===== src/rtl/bta_pkg.sv =====
package bta_pkg;
  typedef enum logic [1:0] {
    OP_RECIP = 2'b00,
    OP_DIV   = 2'b01,
    OP_SQRT  = 2'b10,
    OP_PASS  = 2'b11
  } bta_op_e;

  localparam int unsigned OPERANDS = 2;
endpackage


===== src/rtl/bta_special_detect.sv =====
module bta_special_detect #(
  parameter int W      = 32,
  parameter int EXP_W  = 8,
  parameter int FRAC_W = 23
) (
  input  logic [W-1:0] operand,
  output logic         exp_max
);
  localparam int EXP_LO = FRAC_W;
  localparam int EXP_HI = FRAC_W + EXP_W - 1;

  always_comb begin
    exp_max = &operand[EXP_HI:EXP_LO];
  end
endmodule


===== src/rtl/bta_approx_core.sv =====
module bta_approx_core
  import bta_pkg::*;
#(
  parameter int           W       = 32,
  parameter int           EXP_W   = 8,
  parameter int           FRAC_W  = 23,
  parameter logic [W-1:0] RECIP_K = 32'h7F00_0000,
  parameter logic [W-1:0] DIV_K   = 32'h3F80_0000,
  parameter logic [W-1:0] SQRT_K  = 32'h1FC0_0000
) (
  input  bta_op_e      op,
  input  logic [W-1:0] opa,
  input  logic [W-1:0] opb,
  input  logic         a_special,
  input  logic         b_special,
  output logic [W-1:0] result
);
  localparam logic [W-1:0] QNAN = {1'b0, {EXP_W{1'b1}}, 1'b1, {(FRAC_W-1){1'b0}}};

  logic [W-1:0] recip_v;
  logic [W-1:0] div_v;
  logic [W-1:0] sqrt_v;
  logic         guard;

  // Each estimate is one integer operation on the raw encoding.
  always_comb begin
    recip_v = RECIP_K - opa;
    div_v   = DIV_K + opa - opb;
    sqrt_v  = SQRT_K + (opa >> 1);
  end

  // Only the operands an operation uses can trigger the NaN guard.
  always_comb begin
    unique case (op)
      OP_RECIP: guard = a_special;
      OP_DIV:   guard = a_special | b_special;
      OP_SQRT:  guard = a_special;
      default:  guard = 1'b0;
    endcase
  end

  always_comb begin
    if (guard) begin
      result = QNAN;
    end else begin
      unique case (op)
        OP_RECIP: result = recip_v;
        OP_DIV:   result = div_v;
        OP_SQRT:  result = sqrt_v;
        default:  result = opa;
      endcase
    end
  end
endmodule


===== src/rtl/bta_unit.sv =====
module bta_unit
  import bta_pkg::*;
#(
  parameter int W      = 32,
  parameter int EXP_W  = 8,
  parameter int FRAC_W = 23
) (
  input  logic         clk,
  input  logic         rst,
  input  logic         in_valid,
  input  logic [1:0]   in_op,
  input  logic [W-1:0] in_a,
  input  logic [W-1:0] in_b,
  output logic         out_valid,
  output logic [W-1:0] out_data
);
  localparam logic [W-1:0] QNAN = {1'b0, {EXP_W{1'b1}}, 1'b1, {(FRAC_W-1){1'b0}}};
  localparam int EXP_LO = FRAC_W;
  localparam int EXP_HI = FRAC_W + EXP_W - 1;

  logic [W-1:0]        ops     [OPERANDS];
  logic [OPERANDS-1:0] special;
  logic [W-1:0]        next_data;
  bta_op_e             op_e;

  assign ops[0] = in_a;
  assign ops[1] = in_b;
  assign op_e   = bta_op_e'(in_op);

  for (genvar i = 0; i < OPERANDS; i++) begin : g_detect
    bta_special_detect #(
      .W(W), .EXP_W(EXP_W), .FRAC_W(FRAC_W)
    ) u_det (
      .operand(ops[i]),
      .exp_max(special[i])
    );
  end

  bta_approx_core #(
    .W(W), .EXP_W(EXP_W), .FRAC_W(FRAC_W)
  ) u_core (
    .op       (op_e),
    .opa      (in_a),
    .opb      (in_b),
    .a_special(special[0]),
    .b_special(special[1]),
    .result   (next_data)
  );

  always_ff @(posedge clk) begin
    if (rst) begin
      out_valid <= 1'b0;
      out_data  <= '0;
    end else begin
      out_valid <= in_valid;
      if (in_valid) begin
        out_data <= next_data;
      end
    end
  end

  assert_latency_R7: assert property (@(posedge clk) disable iff (rst)
    in_valid |=> out_valid);

  assert_idle_R7: assert property (@(posedge clk) disable iff (rst)
    !in_valid |=> !out_valid);

  assert_hold_R8: assert property (@(posedge clk) disable iff (rst)
    !in_valid |=> $stable(out_data));

  assert_pass_R4: assert property (@(posedge clk) disable iff (rst)
    (in_valid && in_op == 2'b11) |=> out_data == $past(in_a));

  assert_nan_a_R5: assert property (@(posedge clk) disable iff (rst)
    (in_valid && in_op != 2'b11 && (&in_a[EXP_HI:EXP_LO])) |=> out_data == QNAN);

  assert_nan_b_R5: assert property (@(posedge clk) disable iff (rst)
    (in_valid && in_op == 2'b01 && (&in_b[EXP_HI:EXP_LO])) |=> out_data == QNAN);
endmodule


===== config.mk =====
export PLATFORM = sky130hd
export DESIGN_NAME = bta_unit
export DESIGN_NICKNAME = d
export VERILOG_FILES = /design/src/rtl/bta_pkg.sv /design/src/rtl/bta_special_detect.sv /design/src/rtl/bta_approx_core.sv /design/src/rtl/bta_unit.sv
export SDC_FILE = /design/constraint.sdc
export NUM_CORES = 1
export LEC_CHECK = 0
export BUFFER_PORTS_ARGS = -buffer_cell sky130_fd_sc_hd__clkbuf_2
export CAP_MARGIN = 0
export CORE_MARGIN = 1.5
export CORE_UTILIZATION = 60
export CTS_CLUSTER_SIZE = 10
export DETAILED_ROUTE_END_ITERATION = 10
export MAX_ROUTING_LAYER = met4
export PLACE_DENSITY = 0.87
export SYNTH_ARGS = -nofsm -noshare
export SYNTH_HDL_FRONTEND = slang
export SYNTH_SLANG_ARGS = --single-unit

===== constraint.sdc =====
create_clock -name clk -period 6.1 [get_ports clk]
set_input_delay 0.61 -clock clk [delete_from_list [all_inputs] [get_ports clk]]
set_output_delay 0.61 -clock clk [all_outputs]
set_load 0.01 [all_outputs]

==> results of run 1 <==
## worst max-delay path, stage by stage
cell       delay, ps
clkbuf_2         110
ha_1             290
ha_1             240
fa_1             410
a21oi_1          240
o2111ai_1        220
a21oi_1          360
or2_2            200
o21bai_1          70
xor2_1           140
mux4_1           520
a22o_1           200
## cell usage after synthesis (3+ instances only)
cell | number | area [um^2]
o21ai_0 | 39 | 195
a211oi_1 | 9 | 67.6
o21bai_1 | 3 | 22.5
a221oi_1 | 5 | 43.8
clkbuf_1 | 15 | 56.3
a31oi_1 | 5 | 31.3
nor3_1 | 15 | 75.1
a311oi_1 | 3 | 26.3
mux2i_1 | 10 | 100
ha_1 | 65 | 813
a21oi_1 | 39 | 195
nand4_1 | 10 | 62.6
or3_1 | 4 | 25.0
nand2b_1 | 5 | 31.3
xnor2_1 | 38 | 333
clkbuf_8 | 6 | 82.6
inv_1 | 55 | 206
nand3b_1 | 3 | 22.5
xor2_1 | 14 | 123
mux4_2 | 14 | 315
nand3_1 | 13 | 65.1
o211ai_1 | 6 | 45.0
nand2_1 | 58 | 218
and3_1 | 8 | 50.1
a22o_1 | 11 | 96.3
nor2b_1 | 4 | 25.0
nor4_1 | 5 | 31.3
dfxtp_1 | 33 | 661
a21o_1 | 13 | 97.6
a22oi_1 | 9 | 67.6
nor2_1 | 54 | 203
## logic make-up after synthesis
logic type	after synthesis	synth area share [%]
buf+inv	79	7.53
fa+ha+maj	66	17.5
mux	25	9.29
compound gates	160	22.2
xor+xnor	52	9.58
flops	33	13.9
simple gates	196	19.9
## state kept, by name, indices dropped and copies added (netlist names)
| register | cells |
|---|---|
| out_data | 32 |
| out_valid | 1 |
## layout make-up
cell class / instances / area [um^2] / share of cell area [%]
Clock buffer: 5 / 68.8 / 1.29
Inverter: 55 / 206 / 3.86
Timing Repair Buffer: 105 / 536 / 10.0
Multi-Input combinational cell: 499 / 3730 / 69.8
Sequential cell: 33 / 661 / 12.3
Clock inverter: 3 / 17.5 / 0.327
Tap cell: 102 / 128 / 2.39
## final timing paths
path | to | slack, ps | cells after the start | start
worst min register to register | out_data[8]$_SDFFE_PP0P_ | 470 | 2 | out_data[8]$_SDFFE_PP0P_
worst max register to register | out_data[28]$_SDFFE_PP0P_ | 4880 | 3 | out_data[28]$_SDFFE_PP0P_
worst max-delay path | out_data[17]$_SDFFE_PP0P_ | 2680 | 12 | in_a[1]
worst min-delay path | out_data[8]$_SDFFE_PP0P_ | 470 | 2 | out_data[8]$_SDFFE_PP0P_
## report_power, final
group / leakage, nW / total, mW / switching (mW) / internal (mW)
clock network: 0.0439 / 0.177 / 0.0985 / 0.0790
registers: 0.273 / 0.246 / 0.0111 / 0.235
logic: 2.26 / 0.454 / 0.259 / 0.195
## per-stage QoR
stage | std cells | worst slack, ps
after CTS | 802 | 2730
after detailed placement | 794 | 2420
after global routing | 802 | 2380
after floorplan | 611 | 2810
final | 802 | 2680
after global placement | 794 | 2450
## per-layer routing
layer | vias up | wire, um
li1 | 2409 | -
met1 | 2329 | 5580
met2 | 283 | 6570
met3 | 27 | 1200
met4 | 0 | 291
met5 | - | 0
==> results.md, run 1 <==
- Synth cell types: 62
- Final hold vios: 0
- Worst EP arrival: 3620 ps
- Commonest non-fill, non-tap cell in the layout: clkbuf_2
- TNS Setup: 0 ps
- Crit start category: input pin
- GR Util met2: 56.0%
- Worst-Margin Slew: 987 ps
- DR WL/cell: 17.0 um
- GRT Resource Usage Total: 33.8%
- Syn. warnings: 0
- Initial core utilization: 61.8%
- Die Wd: 92.0 um
- Slew Viols, Final: 0
- Drt via density: 6.29
- Antenna Nets Post-Route: 0
- CP max FO: 4
- Residual DRC: 0
- Final Cell Area: 5350 um^2
- Flop and latch count out of synthesis: 33
- Status: completed
- Post-route total power: 0.877 mW
- Die area: 8460 um^2
- RSZ-0062 raised after global routing: no
- Clk Latency, worst-skew pair: 300 ps
- Final hold slack: 472 ps
- Slew headroom: 34.0%
- Largest net degree at the start of global routing: 45
- PwrDens: 164 nW/um^2
- Syn Inst Count: 611
- Sequential area share after synthesis: 13.9%
- CTS buffer count: 5
- Number of synthesized flops with an enable pin: 0
- Io pins: 102
- Starting DRT DRC Count: 334
- Area Growth Syn to Fin: 12.6%
- Peak supply drop: 0.0851 mV
- GRT overflow: 0
- Nets: 834
- Max Cap Viol: 0
- Commonest cells after routing, fill and taps aside: 101 x clkbuf_2, 65 x ha_1, 58 x nand2_1, 55 x inv_1, 54 x nor2_1
- Average size of a mapped cell: 7.78 um^2
- Layout cells sized above 1: 20.3%
- H-tree depth: 2
- Reg clk slew, reported paths: 80 ps
- Fill cells: 648
- Initial antenna violation count: 0
- Total clock sinks: 33
- Half-perimeter wire length after placement: 10400 um
- Post-CTS Hold Buffers: 0
- Initial DRT Pass Iterations: 5
- Detailed-route via count: 5048
- Number of global-route vias before repair: 4792
- GR Layer Usage met1: 42.1%
- Final min period: 3420 ps
- Port bufs: 101
- Gr busiest metal: met2
- Top_reg_cell synth: dfxtp_1
- Diode count: 0
- Final wirelength: 13600 um
- Setup violations, final: 0
- Clock Tree Buf Depth: 2
- Share of async-settable or async-resettable flops after synthesis: 0%
- CORE AREA: 7690 um^2
- Cell Rows: 32
- CTS tree: built
- Die Span Y: 92.0 um
- Syn Std Cell Area: 4750 um^2
- Critical Path RT: 6290 ps
- HP Class: register to register
- Final Skew: 0 ps
- Dpl cell area: 5260 um^2
- Critical path type: input pin to register
- GRT met3 Usage: 3.81%
- LEAKAGE: 2.57 nW
- Global-route wire length before repair: 22600 um
- FMAX: 292 MHz
- Setup Fix Bufs, Post-CTS: 0
- Crit end category: register
- Post-layout util: 69.6%
- Cts repair resizes: 0
- Syn nets: 746
- Final Cycle Share: 56.1%
- Clock Root Buffer: clkbuf_8
- Final Wtd Congestion: 0.952
Power figures use the tool's default switching activity.
==> inputs of run 2 (changes only) <==
Settings changed: CORE_UTILIZATION 60 to 51, PLACE_DENSITY 0.87 to 0.78.
Clock period 6.1 ns to 2.9 ns, I/O delays scaled along.
==> run 2 against run 1 <==
First-iteration DRC count shrank 9.0%. Sequential power grew 110%. Power grew 130%. Core utilization shrank 3.9 points. Final cell count grew 11%. Critical path depth is the same. Via count grew 5.0%. Critical path type unchanged. Largest power group unchanged. Highest routed layer unchanged.
==> results.md, run 2 (synthesis gave the netlist of run 1 again) <==
- Status: completed
- Wire length on met2: 6810 um
- Crit start category: input pin
- CTS buffer count: 5
- Initial DRT Pass Iterations: 5
- Detailed-route via count: 5301
- Setup violations, final: 0
- Final min period: 2770 ps
- Slew headroom: 58.2%
- CTS tree: built
- Total clock sinks: 33
- PwrDens: 340 nW/um^2
- Diode count: 0
- Area Growth Syn to Fin: 26.5%
- Post-CTS Hold Buffers: 0
- Commonest cells after routing, fill and taps aside: 101 x clkbuf_2, 79 x buf_4, 65 x ha_1, 58 x nand2_1, 55 x inv_1
- Io pins: 102
- DR WL/cell: 16.2 um
- Nets: 910
- Die Wd: 99.5 um
- M1 wire length: 5950 um
- Die Span Y: 99.5 um
- Cell Rows: 35
- Critical path type: input pin to register
- CP max FO: 3
- Drt via density: 5.98
- Slew Viols, Final: 0
- Clock Tree Buf Depth: 2
- Clock Root Buffer: clkbuf_8
- Starting DRT DRC Count: 304
- Final wirelength: 14400 um
- Met3 WL: 1140 um
- Antenna Nets Post-Route: 0
- LEAKAGE: 2.96 nW
- Worst EP arrival: 2960 ps
- Crit end category: register
- Half-perimeter wire length after placement: 11600 um
- Final hold vios: 0
- Global-route wire length before repair: 23200 um
- Initial core utilization: 51.9%
- Residual DRC: 0
- GRT Resource Usage Total: 29.4%
- Final Wtd Congestion: 1.04
- H-tree depth: 2
- Number of global-route vias before repair: 5114
- Critical Path RT: 3080 ps
- Worst-Margin Slew: 624 ps
- Peak supply drop: 0.180 mV
- Final Cycle Share: 95.6%
- CORE AREA: 9150 um^2
- RSZ-0062 raised after global routing: no
- Reg clk slew, reported paths: 80 ps
- GRT overflow: 0
- Max Cap Viol: 0
- Post-route total power: 2.04 mW
- Largest register FFs: 32
- Final Skew: 0 ps
- Final Non-Filler Cells: 887
- DR top layer: met4
- Commonest non-fill, non-tap cell in the layout: clkbuf_2
- Port bufs: 101
- DP Cell Count: 879
- Initial antenna violation count: 0
- HP Class: input pin to register
- Top reg by flops: out_data
- Largest net degree at the start of global routing: 36
- Clk Latency, worst-skew pair: 280 ps
- FMAX: 361 MHz
- Top flop regs: out_data (32), out_valid (1)
- Die area: 9910 um^2
- Post-layout util: 65.7%
- Layout cells sized above 1: 29.3%
- TNS Setup: 0 ps
[run 2: cell types whose count changed in the layout (fill, tap and decap cells not counted), moves of 2 or more]
| cell | previous run | this run |
|---|---|---|
| o21ai_1 | 0 | 2 |
| clkbuf_8 | 5 | 7 |
| o21ai_0 | 39 | 37 |
| a21oi_2 | 0 | 3 |
| a21oi_1 | 39 | 35 |
| buf_4 | 4 | 79 |
[run 2: area by class of cell]
type / count / area, um^2
inverters: 55 / 206
fillers: 792 / 3140
multi-input cells: 499 / 3780
clock buffers: 7 / 96.3
flip-flops and latches: 33 / 661
repair buffers: 181 / 1120
clock inverters: 1 / 5.00
well taps: 111 / 139
[run 2: worst paths after layout]
path | startpoint | end | slack, ps | cells after the start
hold / removal | in_a[26] | out_data[27]$_SDFFE_PP0P_ | 400 | 3
hold reg to reg | out_data[18]$_SDFFE_PP0P_ | out_data[18]$_SDFFE_PP0P_ | 470 | 2
setup reg to reg | out_data[28]$_SDFFE_PP0P_ | out_data[28]$_SDFFE_PP0P_ | 1750 | 3
setup / recovery | in_a[1] | out_data[17]$_SDFFE_PP0P_ | 130 | 12
[run 2: worst max-delay path, stage by stage]
cell and delay [ps]:
clkbuf_2 100, ha_1 290, ha_1 230, fa_2 380, a21oi_4 170, o2111ai_2 170, a21oi_2 240, or2_2 160
o21bai_1 70, xor2_1 140, mux4_1 500, a22o_1 210
[run 2: per-layer routing]
metal / track usage (%) / vias up
met1: 35.8 / 2451
met2: 49.2 / 245
met4: 11.9 / 0
met3: 4.01 / 49
met5: - / -
li1: - / 2556
[run 2: metrics by stage]
step	setup slack, ps	hold WS, ps	area (um^2)
after global placement	-232	447	5860
after global routing	3.09	426	6010
final	127	397	6010
after detailed placement	-338	460	5860
after CTS	10.6	379	5970
after floorplan	-36.0	484	4760
[run 2: repair_timing]
item	in CTS	in global routing
pin swaps	1	3
endpoints found under the setup margin	3	13
buffers inserted	0	0
cloned	0	0
gates resized for setup	2	10
[run 2: power breakdown]
group          switching, mW  leakage (nW)  internal, mW
Combinational          0.583          2.63         0.528
Sequential            0.0249         0.273         0.494
Clock                  0.197        0.0542         0.215
